--- src/rtl/mul_seq_pkg.sv ---
// Shared types for the sequential multiplier.
// Assumes: nothing beyond IEEE 1800-2017.
package mul_seq_pkg;
    // Action taken on the upper product half in one step.
    typedef enum logic [1:0] {
        STEP_HOLD = 2'd0,
        STEP_ADD  = 2'd1,
        STEP_SUB  = 2'd2
    } step_op_e;
endpackage

--- src/rtl/mul_step_decode.sv ---
// Chooses the step action from the current multiplier bit and the bit
// examined in the previous step.
// Assumes: prev_bit_i is 0 before the first step of an operation.
module mul_step_decode
    import mul_seq_pkg::*;
(
    input  logic     signed_mode_i,
    input  logic     cur_bit_i,
    input  logic     prev_bit_i,
    output step_op_e op_o
);
    // Unsigned: add on a 1. Signed: Booth pair 01 add, 10 subtract.
    always_comb begin
        if (!signed_mode_i) begin
            op_o = cur_bit_i ? STEP_ADD : STEP_HOLD;
        end else begin
            case ({cur_bit_i, prev_bit_i})
                2'b01:   op_o = STEP_ADD;
                2'b10:   op_o = STEP_SUB;
                default: op_o = STEP_HOLD;
            endcase
        end
    end
endmodule

--- src/rtl/mul_addsub.sv ---
// Adder/subtractor one bit wider than the operands. In signed mode both
// inputs are sign-extended, so the top bit is the true sign of the result.
// In unsigned mode they are zero-extended, so the top bit is the carry out.
// Assumes: a HOLD step passes the extended accumulator through unchanged.
module mul_addsub
    import mul_seq_pkg::*;
#(
    parameter int WIDTH = 32
) (
    input  logic             signed_mode_i,
    input  step_op_e         op_i,
    input  logic [WIDTH-1:0] acc_i,
    input  logic [WIDTH-1:0] mcand_i,
    output logic [WIDTH:0]   res_o
);
    logic [WIDTH:0] acc_x;
    logic [WIDTH:0] mcand_x;

    // Extend both operands by one bit according to the mode.
    always_comb begin
        acc_x   = {signed_mode_i & acc_i[WIDTH-1],   acc_i};
        mcand_x = {signed_mode_i & mcand_i[WIDTH-1], mcand_i};
    end

    // Apply the selected action.
    always_comb begin
        case (op_i)
            STEP_ADD: res_o = acc_x + mcand_x;
            STEP_SUB: res_o = acc_x - mcand_x;
            default:  res_o = acc_x;
        endcase
    end
endmodule

--- src/rtl/mul_step_ctrl.sv ---
// Sequencer: accepts a start when idle, counts WIDTH steps, then pulses
// done for one cycle.
// Assumes: start_i is ignored while busy.
module mul_step_ctrl #(
    parameter int WIDTH = 32
) (
    input  logic clk,
    input  logic rst_n,
    input  logic start_i,
    output logic load_o,
    output logic step_o,
    output logic busy_o,
    output logic done_o
);
    localparam int CNT_W = (WIDTH > 1) ? $clog2(WIDTH) : 1;

    logic [CNT_W-1:0] cnt_q;
    logic             busy_q;
    logic             done_q;
    logic             last_step;

    // Decode load, step and final-step conditions.
    always_comb begin
        load_o    = start_i && !busy_q;
        step_o    = busy_q;
        last_step = busy_q && (cnt_q == CNT_W'(WIDTH - 1));
    end

    // Busy flag, step counter and done pulse.
    always_ff @(posedge clk) begin
        if (!rst_n) begin
            busy_q <= 1'b0;
            done_q <= 1'b0;
            cnt_q  <= '0;
        end else begin
            done_q <= last_step;
            if (load_o) begin
                busy_q <= 1'b1;
                cnt_q  <= '0;
            end else if (last_step) begin
                busy_q <= 1'b0;
            end else if (busy_q) begin
                cnt_q <= cnt_q + 1'b1;
            end
        end
    end

    assign busy_o = busy_q;
    assign done_o = done_q;
endmodule

--- src/rtl/hilo_seq_mul.sv ---
// Top level of the sequential multiplier. It holds the double-width
// product register with the multiplier in its low half, the latched
// multiplicand and mode, and the previous-bit flag used for Booth steps.
// Assumes: synchronous active-low reset; there is no overflow detection.
module hilo_seq_mul
    import mul_seq_pkg::*;
#(
    parameter int WIDTH = 32
) (
    input  logic             clk,
    input  logic             rst_n,
    input  logic             start_i,
    input  logic             signed_i,
    input  logic [WIDTH-1:0] mcand_i,
    input  logic [WIDTH-1:0] mplier_i,
    output logic             busy_o,
    output logic             done_o,
    output logic [WIDTH-1:0] hi_o,
    output logic [WIDTH-1:0] lo_o
);
    localparam int PW = 2 * WIDTH;

    logic [PW-1:0]    prod_q;
    logic [WIDTH-1:0] mcand_q;
    logic             mode_q;
    logic             prev_q;
    logic             load;
    logic             step;
    step_op_e         op;
    logic [WIDTH:0]   sum;

    mul_step_ctrl #(.WIDTH(WIDTH)) u_ctrl (
        .clk     (clk),
        .rst_n   (rst_n),
        .start_i (start_i),
        .load_o  (load),
        .step_o  (step),
        .busy_o  (busy_o),
        .done_o  (done_o)
    );

    mul_step_decode u_dec (
        .signed_mode_i (mode_q),
        .cur_bit_i     (prod_q[0]),
        .prev_bit_i    (prev_q),
        .op_o          (op)
    );

    mul_addsub #(.WIDTH(WIDTH)) u_add (
        .signed_mode_i (mode_q),
        .op_i          (op),
        .acc_i         (prod_q[PW-1:WIDTH]),
        .mcand_i       (mcand_q),
        .res_o         (sum)
    );

    // Load operands on start; otherwise add/subtract, then shift right one bit.
    always_ff @(posedge clk) begin
        if (!rst_n) begin
            prod_q  <= '0;
            mcand_q <= '0;
            mode_q  <= 1'b0;
            prev_q  <= 1'b0;
        end else if (load) begin
            prod_q  <= {{WIDTH{1'b0}}, mplier_i};
            mcand_q <= mcand_i;
            mode_q  <= signed_i;
            prev_q  <= 1'b0;
        end else if (step) begin
            prod_q  <= {sum, prod_q[WIDTH-1:1]};
            prev_q  <= prod_q[0];
        end
    end

    assign hi_o = prod_q[PW-1:WIDTH];
    assign lo_o = prod_q[WIDTH-1:0];
endmodule

--- config.mk ---
export PLATFORM = sky130hd
export DESIGN_NAME = hilo_seq_mul
export DESIGN_NICKNAME = d
export VERILOG_FILES = /design/src/rtl/mul_seq_pkg.sv /design/src/rtl/mul_step_decode.sv /design/src/rtl/mul_addsub.sv /design/src/rtl/mul_step_ctrl.sv /design/src/rtl/hilo_seq_mul.sv
export SDC_FILE = /design/constraint.sdc
export NUM_CORES = 1
export LEC_CHECK = 0
export BUFFER_PORTS_ARGS = -buffer_cell sky130_fd_sc_hd__buf_2
export CAP_MARGIN = 20
export CORE_UTILIZATION = 51
export DETAILED_ROUTE_END_ITERATION = 7
export GPL_TIMING_DRIVEN = 0
export PLACE_DENSITY = 0.78
export SYNTH_ARGS = -nofsm -noshare
export SYNTH_HDL_FRONTEND = slang
export SYNTH_SLANG_ARGS = --single-unit
--- constraint.sdc ---
create_clock -name clk -period 3.75 [get_ports clk]
set_clock_uncertainty 0.2 [all_clocks]
set_input_delay 0.1875 -clock clk [delete_from_list [all_inputs] [get_ports clk]]
set_output_delay 0.1875 -clock clk [all_outputs]
set_load 0.05 [all_outputs]
Yosys cells after proc, flatten, opt, wreduce, memory -nomap -nowiden

Cells that the tools add are included.
W data, S select, Z words.

Add/subtract/negate cells: 3
Equal/unequal tests: 5
Muxes and demuxes: 8
Bitwise logic cells: 4
Reduce and logical (&&, ||, !) cells: 7

Operators with widths:

| cell                  | count |
|---|---|
| $pmux W33 S2          | 1 |
| $mux W32              | 2 |
| $add A33 B33 Y33      | 1 |
| $sub A33 B33 Y33      | 1 |
| $add A5 B1 Y5 const B | 1 |
| $eq A5 B5 Y1 const B  | 1 |
| $eq A2 B1 Y1 const B  | 2 |
| $eq A2 B2 Y1 const B  | 2 |
| $pmux W2 S2           | 1 |
| $reduce_bool A2 Y1    | 2 |
| $mux W1               | 3 |
| $and A1 B1 Y1         | 2 |
| $logic_and A1 B1 Y1   | 2 |
| $mux W2               | 1 |
| $not A1 Y1            | 2 |
| $reduce_and A2 Y1     | 1 |
| $reduce_or A2 Y1      | 1 |
| $logic_not A1 Y1      | 1 |

Register bits after elaboration: 105
Bits of input ports: 68
Output and inout port bits: 66
Word-level logic and storage cells: 35

Logic depth before layout (Yosys ltp)

Gate-level depths: netlist of the first run.

Word-level depth: 7
Mapped depth: 18
Gate-level depth less buffers: 18

Modules after synthesis

Synthesis of the first run repeated with hierarchy kept, for this count alone.

Cells, all modules: 863
Area, all modules: 7403.4 um2

By module, submodules not included:

| module          | instances | cells each | area an instance (um2) |
|---|---|---|---|
| hilo_seq_mul    | 1         | 356        | 4067.7 |
| mul_addsub      | 1         | 464        | 2914.0 |
| mul_step_ctrl   | 1         | 38         | 394.1 |
| mul_step_decode | 1         | 5          | 27.5 |

Worst setup path after synthesis of the first run

Ideal clock, no wire load.

Path type: reg2reg
Start: reg mode_q
End: reg prod_q[61]
Setup time: 0.062 ns
Arrival: 3.658 ns
Slack: -0.170 ns
Cell stages (with the launch flop): 17
Path buffers: 2
Path through: dfxtp_1 -> nand2_1 -> mux2_2 -> ha_1 -> buf_2 -> clkbuf_1 -> mux2i_1 -> fa_1 -> a211oi_1 -> o21bai_1 -> a211oi_1 -> o41ai_2 -> a21oi_1 -> or3_1 -> o22ai_1 -> or4b_1 -> nand3_1

Word-level cells in the longest chain between the ends: 3
Elaborated cells between the ends (all ways): 4
Classes of those cells: eq/ne: 2; mux: 2

Ends and longest elaborated chain:

| what                                                | RTL line              | text |
|---|---|---|
| from (decl)                                         | hilo_seq_mul.sv:25    | `logic mode_q;` |
| from (signal assigned)                              | hilo_seq_mul.sv:67    | `mode_q <= signed_i;` |
| $mux W2 (*)                                         | mul_step_decode.sv:14 | `if (!signed_mode_i) begin` |
| $eq A2 B2 Y1 / $eq A2 B1 Y1 (equally long branches) | mul_addsub.sv:27      | `case (op_i)` |
| $pmux W33 S2 (*)                                    | mul_addsub.sv:27      |  |
| to (signal assigned)                                | hilo_seq_mul.sv:65    | `prod_q <= {{WIDTH{1'b0}}, mplier_i};` |
| to (signal assigned)                                | hilo_seq_mul.sv:70    | `prod_q <= {sum, prod_q[WIDTH-1:1]};` |
| to (decl)                                           | hilo_seq_mul.sv:23    | `logic [PW-1:0] prod_q;` |

Every way passes the cells marked *; elsewhere a longest branch is shown, timed or not.
A chain may end at the register's enable or synchronous reset.

Worst setup path in the final report of the first run

Ends and elaborated chain as after synthesis.

==> impl_metrics.py, run 1 <==
metrics = {
    "final_layout": {
        "layout_common_cells": "132 x buf_2, 129 x nand2_1, 97 x dfxtp_1, 61 x o21ai_0, 57 x nor2_1",
        "final_cell_area_um2": 9020,
        "n_antenna_cell": 0,
        "final_layout_size_suffix_gt1_share_pct": 25.1,
        "fin_cells": 1245,
        "final_net_count": 1173,
        "final_common_cell": "buf_2",
        "post-route-util_pct": 70.6,
        "area_delta_synth_final_pct": 33.4,
    },
    "placement": {
        "post-place-cells": 1158,
        "globalplace.congestion": 0.907,
        "placed_area_um2": 7680,
        "dp_slack_ps": -595,
        "dpl.hpwl_mm": 14.0,
        "numPortBuffers": 131,
    },
    "timing": {
        "hold_ws_ps": 16.6,
        "min_period_over_period_pct": 105,
        "setup_viol": 9,
        "finalSetupTns_ps": -902,
        "fin_ws_ps": -198,
        "rsz0062_at_grt": "true",
        "period_minus_slack_ps": 3950,
        "finalHoldViolCount": 0,
        "slew_violations": 0,
        "max_clock_freq_mhz": 253,
        "relSlewSlack_pct": 54.4,
        "tightest_slew_ps": 684,
    },
    "critical_path": {
        "crit_path_start_kind": "flip-flop",
        "end_kind": "flip-flop",
        "crit_chain": "nand2_2, mux2_4, ha_4, clkbuf_16, buf_6, nor2_4, xnor2_1, ha_1, a21o_1, a211o_1, a211oi_4, o41ai_2, buf_4, a21oi_4, or3_4, o22ai_2, or4b_1, nand3_1",
        "worstSetupPathType": "flip-flop to flip-flop",
        "critPathSlowestCell": "or4b_1",
        "worstPathMaxFanout": 5,
        "worst-endpoint-required_ps": 3850,
        "slowest_delay_ps": 460,
        "arrival_ps": 4050,
    },
    "routing": {
        "drtIter0Drc": 562,
        "wirelength_mm": 20.8,
        "num_vias": 7142,
        "drcViolationCount": 0,
        "vias_per_cell": 5.74,
        "detail_route.wl_per_cell_um": 16.7,
        "antenna_left": 0,
        "first_pass_iters": 5,
    },
    "logic_synthesis": {
        "yosys_register_bits": 105,
        "synth_area_um2": 6760,
        "synthFlopType": "dfxtp_1",
        "ys_types": 63,
        "syn_area_per_cell_um2": 7.91,
        "yosys.area.top_type": "dfxtp_1",
        "synthCells": 855,
        "synth_top_cell_area_share_pct": 31.1,
        "async_flop_share_pct": 0,
        "yosys_warnings": 0,
        "syn-num-nets": 960,
        "ys_seq_area_share_pct": 31.1,
        "synth-edff-count": 0,
        "synth_area_leaders": "dfxtp_1 31%, nand2_1 7.4%, ha_1 6.7%",
    },
    "floorplanning": {
        "die_x_um": 117,
        "rows": 41,
        "core_area_um2": 12800,
        "num_io_pins": 134,
        "die-height_um": 117,
        "dieArea_um2": 13700,
        "initial_core_util_pct": 52.9,
    },
    "global_route": {
        "antenna_found_initial": 0,
        "grt_pass1_vias": 6381,
        "grt_max_degree": 18,
        "grt_usage_pct": 29.6,
        "grt_pass1_wl_mm": 31.2,
        "overflow": 0,
    },
    "clock_tree": {
        "clock_latency_ps": 360,
        "cts_htree_levels": 3,
        "cts-buffers-inserted": 9,
        "clock-sinks": 105,
        "cts_buffer_depth": 2,
        "cts_root_buf": "clkbuf_16",
        "cts_tree": "built",
        "path_clk_slew_ps": 80,
    },
    "run_status": {
        "failed_checks": "negative setup slack",
        "status": "finished, violations left",
    },
    "pwr": {
        "irDropWorstVdd_v": 0.000239,
        "fin_total_pwr_mw": 3.51,
        "power_leakage_nw": 3.97,
        "power.density_nw_per_um2": 389,
    },
    "run": {
        "cap_violations": 0,
    },
    "worst_hold_path": {
        "hold_class": "input port to flip-flop",
    },
}
## report_power, final
part	switching, mW	internal [mW]	total, mW
Clock	0.445	0.588	1.03
Sequential	0.0793	1.18	1.26
Combinational	0.716	0.506	1.22
## state kept, by name (all words and copies together), names as in the netlist
register and count:
mode_q 1, u_ctrl.cnt_q 5, mcand_q 32, prev_q 1
u_ctrl.busy_o 1, prod_q 64, u_ctrl.done_o 1
## cell families (layout without fill, tap and decap cells)
kind of cell	Yosys count	after routing	share of synthesized area [%]
simple gates	298	298	21.2
compound gates	248	248	23.2
buf+inv	67	285	3.81
xor+xnor	57	57	7.38
fa+ha+maj	37	37	6.96
mux	43	43	6.40
flops	105	105	31.1
## cell usage after synthesis, drive strengths merged, types with 6 or more instances
cell	n
nand2	133
dfxtp	105
o21ai	70
nor2	61
a21oi	57
xnor2	47
clkbuf	44
mux2i	41
ha	36
a21boi	35
and2	34
a21o	18
inv	16
a31oi	15
nor2b	14
nor3	14
xor2	10
a211oi	9
o211ai	8
o22ai	8
buf	7
nand3	6
nor4	6
## metal layers
layer	vias up	share of wire [%]	global-route usage (%)
met5	-	0	0
met3	58	7.4	3.91
met1	3312	42	37.0
li1	3432	-	-
met4	0	3.2	12.7
met2	340	48	51.2
## path summary, 6_finish.rpt
path | start | endpoint | slack [ps] | cells past startpoint
setup / recovery | mode_q | prod_q[61] | -200 | 18
hold / removal | mplier_i[16] | prod_q[16] | 20 | 4
setup reg to reg | mode_q | prod_q[61] | -200 | 18
hold reg to reg | mcand_q[26] | mcand_q[26] | 300 | 2
## layout make-up
type | count | area, µm²
clock inverter | 6 | 92.6
fill | 993 | 3750
buffer | 50 | 219
clock buffer | 10 | 229
inverter | 16 | 60.1
tap | 172 | 215
multi-input combinational | 683 | 4790
sequential | 105 | 2120
timing repair buffer | 203 | 1280
## critical path: cells and delay by family, from the launching register on
kind	cells	cell delay, ps
AND/OR/NAND/NOR	5	860
AO/OA/AOI/OAI	6	1110
flip-flops	1	380
XOR/XNOR	1	130
buffers and inverters	3	450
multiplexers	1	280
adder cells (fa/ha/maj)	2	470
## repair_timing
item                       in CTS  in global routing
resized for setup              43                 55
pin swaps                      28                 44
setup buffers                  21                 17
hold endpoints to repair       34                  0
setup endpoints to repair      20                 19
hold buffers                   34                  0
Note: power is estimated with default switching activity, not from simulation.
==> run 2, diff against run 1 <==
- PLACE_DENSITY: 0.78 -> unset
- PLACE_DENSITY_LB_ADDON: unset -> 0.08
==> run 2 against run 1 <==
  * The run still ends with negative setup slack left
  * Wire length is 7.5% higher
  * Final cell count is 2.3% higher
  * Register-to-register slack worse by 100 ps
  * Critical path depth is 2 lower
  * Count of clock-buffer cells in the layout stayed put
  * First-iteration DRC count is 11% higher
  * Non-clock buffer count is 30 higher
  * Setup slack worse by 100 ps
  * Combinational power is 11% higher
  * Sequential cell count stayed put
  * Critical endpoint is now prod_q[62]
  * Critical path type unchanged
==> impl_metrics.py, run 2 (synthesized netlist as in run 1, its figures left out) <==
metrics = {
    "pwr": {
        "p_sw_mw": 1.28,
        "p_comb_share_pct": 35.8,
        "seq_power_share_pct": 33.2,
        "irDropWorstVdd_v": 0.000289,
        "pwr-share-clk_pct": 31.1,
        "sw_frac_of_total_pct": 34.0,
        "power_leakage_nw": 4.20,
        "intPower_mw": 2.49,
        "fin_total_pwr_mw": 3.77,
        "power.density_nw_per_um2": 397,
    },
    "routing": {
        "drtIter0Drc": 623,
        "drcViolationCount": 0,
        "detail_route.wl_per_cell_um": 17.6,
        "vias_per_cell": 5.75,
        "num_vias": 7324,
        "first_pass_iters": 5,
        "wirelength_mm": 22.4,
        "antenna_left": 0,
    },
    "critical_path": {
        "slowest_delay_ps": 590,
        "ff2ff_setup_slack_ps": -300,
        "crit_path_start_kind": "flip-flop",
        "crit_path_start": "mcand_q[14]",
        "r2r-start": "mcand_q[14]",
        "rr_worst_depth": 16,
        "end_kind": "flip-flop",
        "critPathSlowestCell": "or4_4",
        "worstSetupPathType": "flip-flop to flip-flop",
        "rr_endpoint": "prod_q[62]",
        "worst-endpoint-required_ps": 3760,
        "crit_chain": "or4_4, nor4_4, and3b_2, buf_6, buf_6, a21oi_2, xnor2_1, ha_1, nand2_1, nor2_1, a21oi_2, nor2b_1, a311o_1, o22a_1, xnor2_1, o22ai_1",
        "worstPathMaxFanout": 5,
        "arrival_ps": 4060,
    },
    "placement": {
        "numPortBuffers": 131,
        "globalplace.congestion": 0.964,
        "dpl.hpwl_mm": 14.3,
        "placed_area_um2": 7680,
        "dp_slack_ps": -639,
        "post-place-cells": 1158,
    },
    "clock_tree": {
        "cts_htree_levels": 3,
        "path_clk_slew_ps": 70,
        "clock-sinks": 105,
        "cts_buffer_depth": 2,
        "cts-buffers-inserted": 9,
        "cts_root_buf": "clkbuf_16",
        "cts_tree": "built",
        "clock_latency_ps": 370,
    },
    "run_status": {
        "failed_checks": "negative setup slack",
        "status": "finished, violations left",
    },
    "worst_hold_path": {
        "hold_class": "input port to flip-flop",
        "whs_path_depth": 4,
        "holdPathEnd": "prod_q[12]",
        "min-delay-start": "mplier_i[12]",
    },
    "floorplanning": {
        "die-height_um": 117,
        "num_io_pins": 134,
        "die_x_um": 117,
        "core_area_um2": 12800,
        "initial_core_util_pct": 52.9,
        "dieArea_um2": 13700,
        "rows": 41,
    },
    "timing": {
        "tightest_slew_ps": 894,
        "setup_viol": 13,
        "finalHoldViolCount": 0,
        "period_minus_slack_ps": 4050,
        "fin_ws_ps": -299,
        "relSlewSlack_pct": 40.4,
        "slew_violations": 0,
        "max_clock_freq_mhz": 247,
        "rsz0062_at_grt": "true",
        "min_period_over_period_pct": 108,
        "finalSetupTns_ps": -2200,
    },
    "global_route": {
        "grtUsageMet1_pct": 39.7,
        "grt_pass1_vias": 6538,
        "grt_usage_pct": 31.4,
        "grt_max_degree": 17,
        "antenna_found_initial": 0,
        "use_met2_pct": 52.7,
        "busiest_layer": "met2",
        "met3_usage_pct": 6.54,
        "overflow": 0,
        "grt_pass1_wl_mm": 32.7,
    },
    "final_layout": {
        "seq_area_um2": 2120,
        "final_common_cell": "buf_2",
        "area_delta_synth_final_pct": 40.5,
        "layout_common_cells": "132 x buf_2, 130 x nand2_1, 96 x dfxtp_1, 60 x o21ai_0, 59 x buf_4",
        "largest_reg_flops": 64,
        "n_antenna_cell": 0,
        "final_layout_size_suffix_gt1_share_pct": 29.4,
        "fill_cells": 960,
        "final_net_count": 1203,
        "multiInputGateArea_um2": 4950,
        "final_cell_area_um2": 9500,
        "largestRegisters": "prod_q x64, mcand_q x32, u_ctrl.cnt_q x5",
        "fin_cells": 1274,
        "regMostFlops": "prod_q",
    },
    "run": {
        "cap_violations": 0,
    },
}
==> run 2: cell count changes in the layout (fill, tap and decap cells not counted), sizes merged <==
cell and change:
bufinv +2, clkbuf -2, clkinvlp -1, buf +32, clkinv -2
==> run 2: layer usage <==
| metal | up-vias | wire, µm |
|---|---|---|
| li1 | 3486 | - |
| met1 | 3422 | 9440 |
| met2 | 330 | 10700 |
| met3 | 86 | 1440 |
| met4 | 0 | 866 |
| met5 | - | 0 |
==> run 2: per-stage QoR <==
stage / hold WS (ps) / utilization (%)
3_3_place_gp: 239 / 60.1
4_1_cts: 14.5 / 69.2
6_report: 9.63 / 74.3
3_5_place_dp: 245 / 60.1
2_1_floorplan: 125 / -
5_1_grt: 38.5 / 74.3
==> run 2: layout make-up <==
class	count	share of cell area [%]
timing repair buffer	233	16.4
tap	172	2.27
inverter	16	0.632
sequential	105	22.4
clock inverter	5	1.34
multi-input combinational	683	52.1
clock buffer	10	2.52
buffer	50	2.37
==> run 2: worst max-delay path by stage <==
stage	end	slack [ps]	depth (start not counted)
after floorplan	prod_q[61]	0.9	16
after global placement	prod_q[61]	-600	16
after detailed placement	prod_q[61]	-640	17
after CTS	prod_q[62]	-250	16
after global routing	prod_q[62]	-390	16
final	prod_q[62]	-300	16
==> run 2: power by group through the flow <==
| stage | clock network (mW) | logic [mW] | registers (mW) |
|---|---|---|---|
| CTS | 1.17 | 1.11 | 1.25 |
| finish | 1.17 | 1.35 | 1.25 |
| floorplan | 0 | 0.621 | 1.39 |
| detailed placement | 0 | 0.989 | 1.27 |
| global placement | 0 | 0.981 | 1.27 |
| global route | 1.22 | 1.44 | 1.26 |
==> run 2: what timing repair did <==
action / 4_1_cts / 5_1_grt
gates resized for setup: 63 / 85
cloned: 0 / 0
pin swaps: 34 / 73
endpoints found under the setup margin: 20 / 21
hold buffers: 34 / 0
hold endpoints to repair: 34 / 0
buffers inserted: 23 / 45
==> run 2: worst max-delay path, delay by kind of cell, from the launching register on <==
family	cells	cell delay, ps
adder cells (fa/ha/maj)	1	320
AND/OR/NAND/NOR	6	1620
flip-flops	1	340
AO/OA/AOI/OAI	5	860
buffers and inverters	2	200
XOR/XNOR	2	350
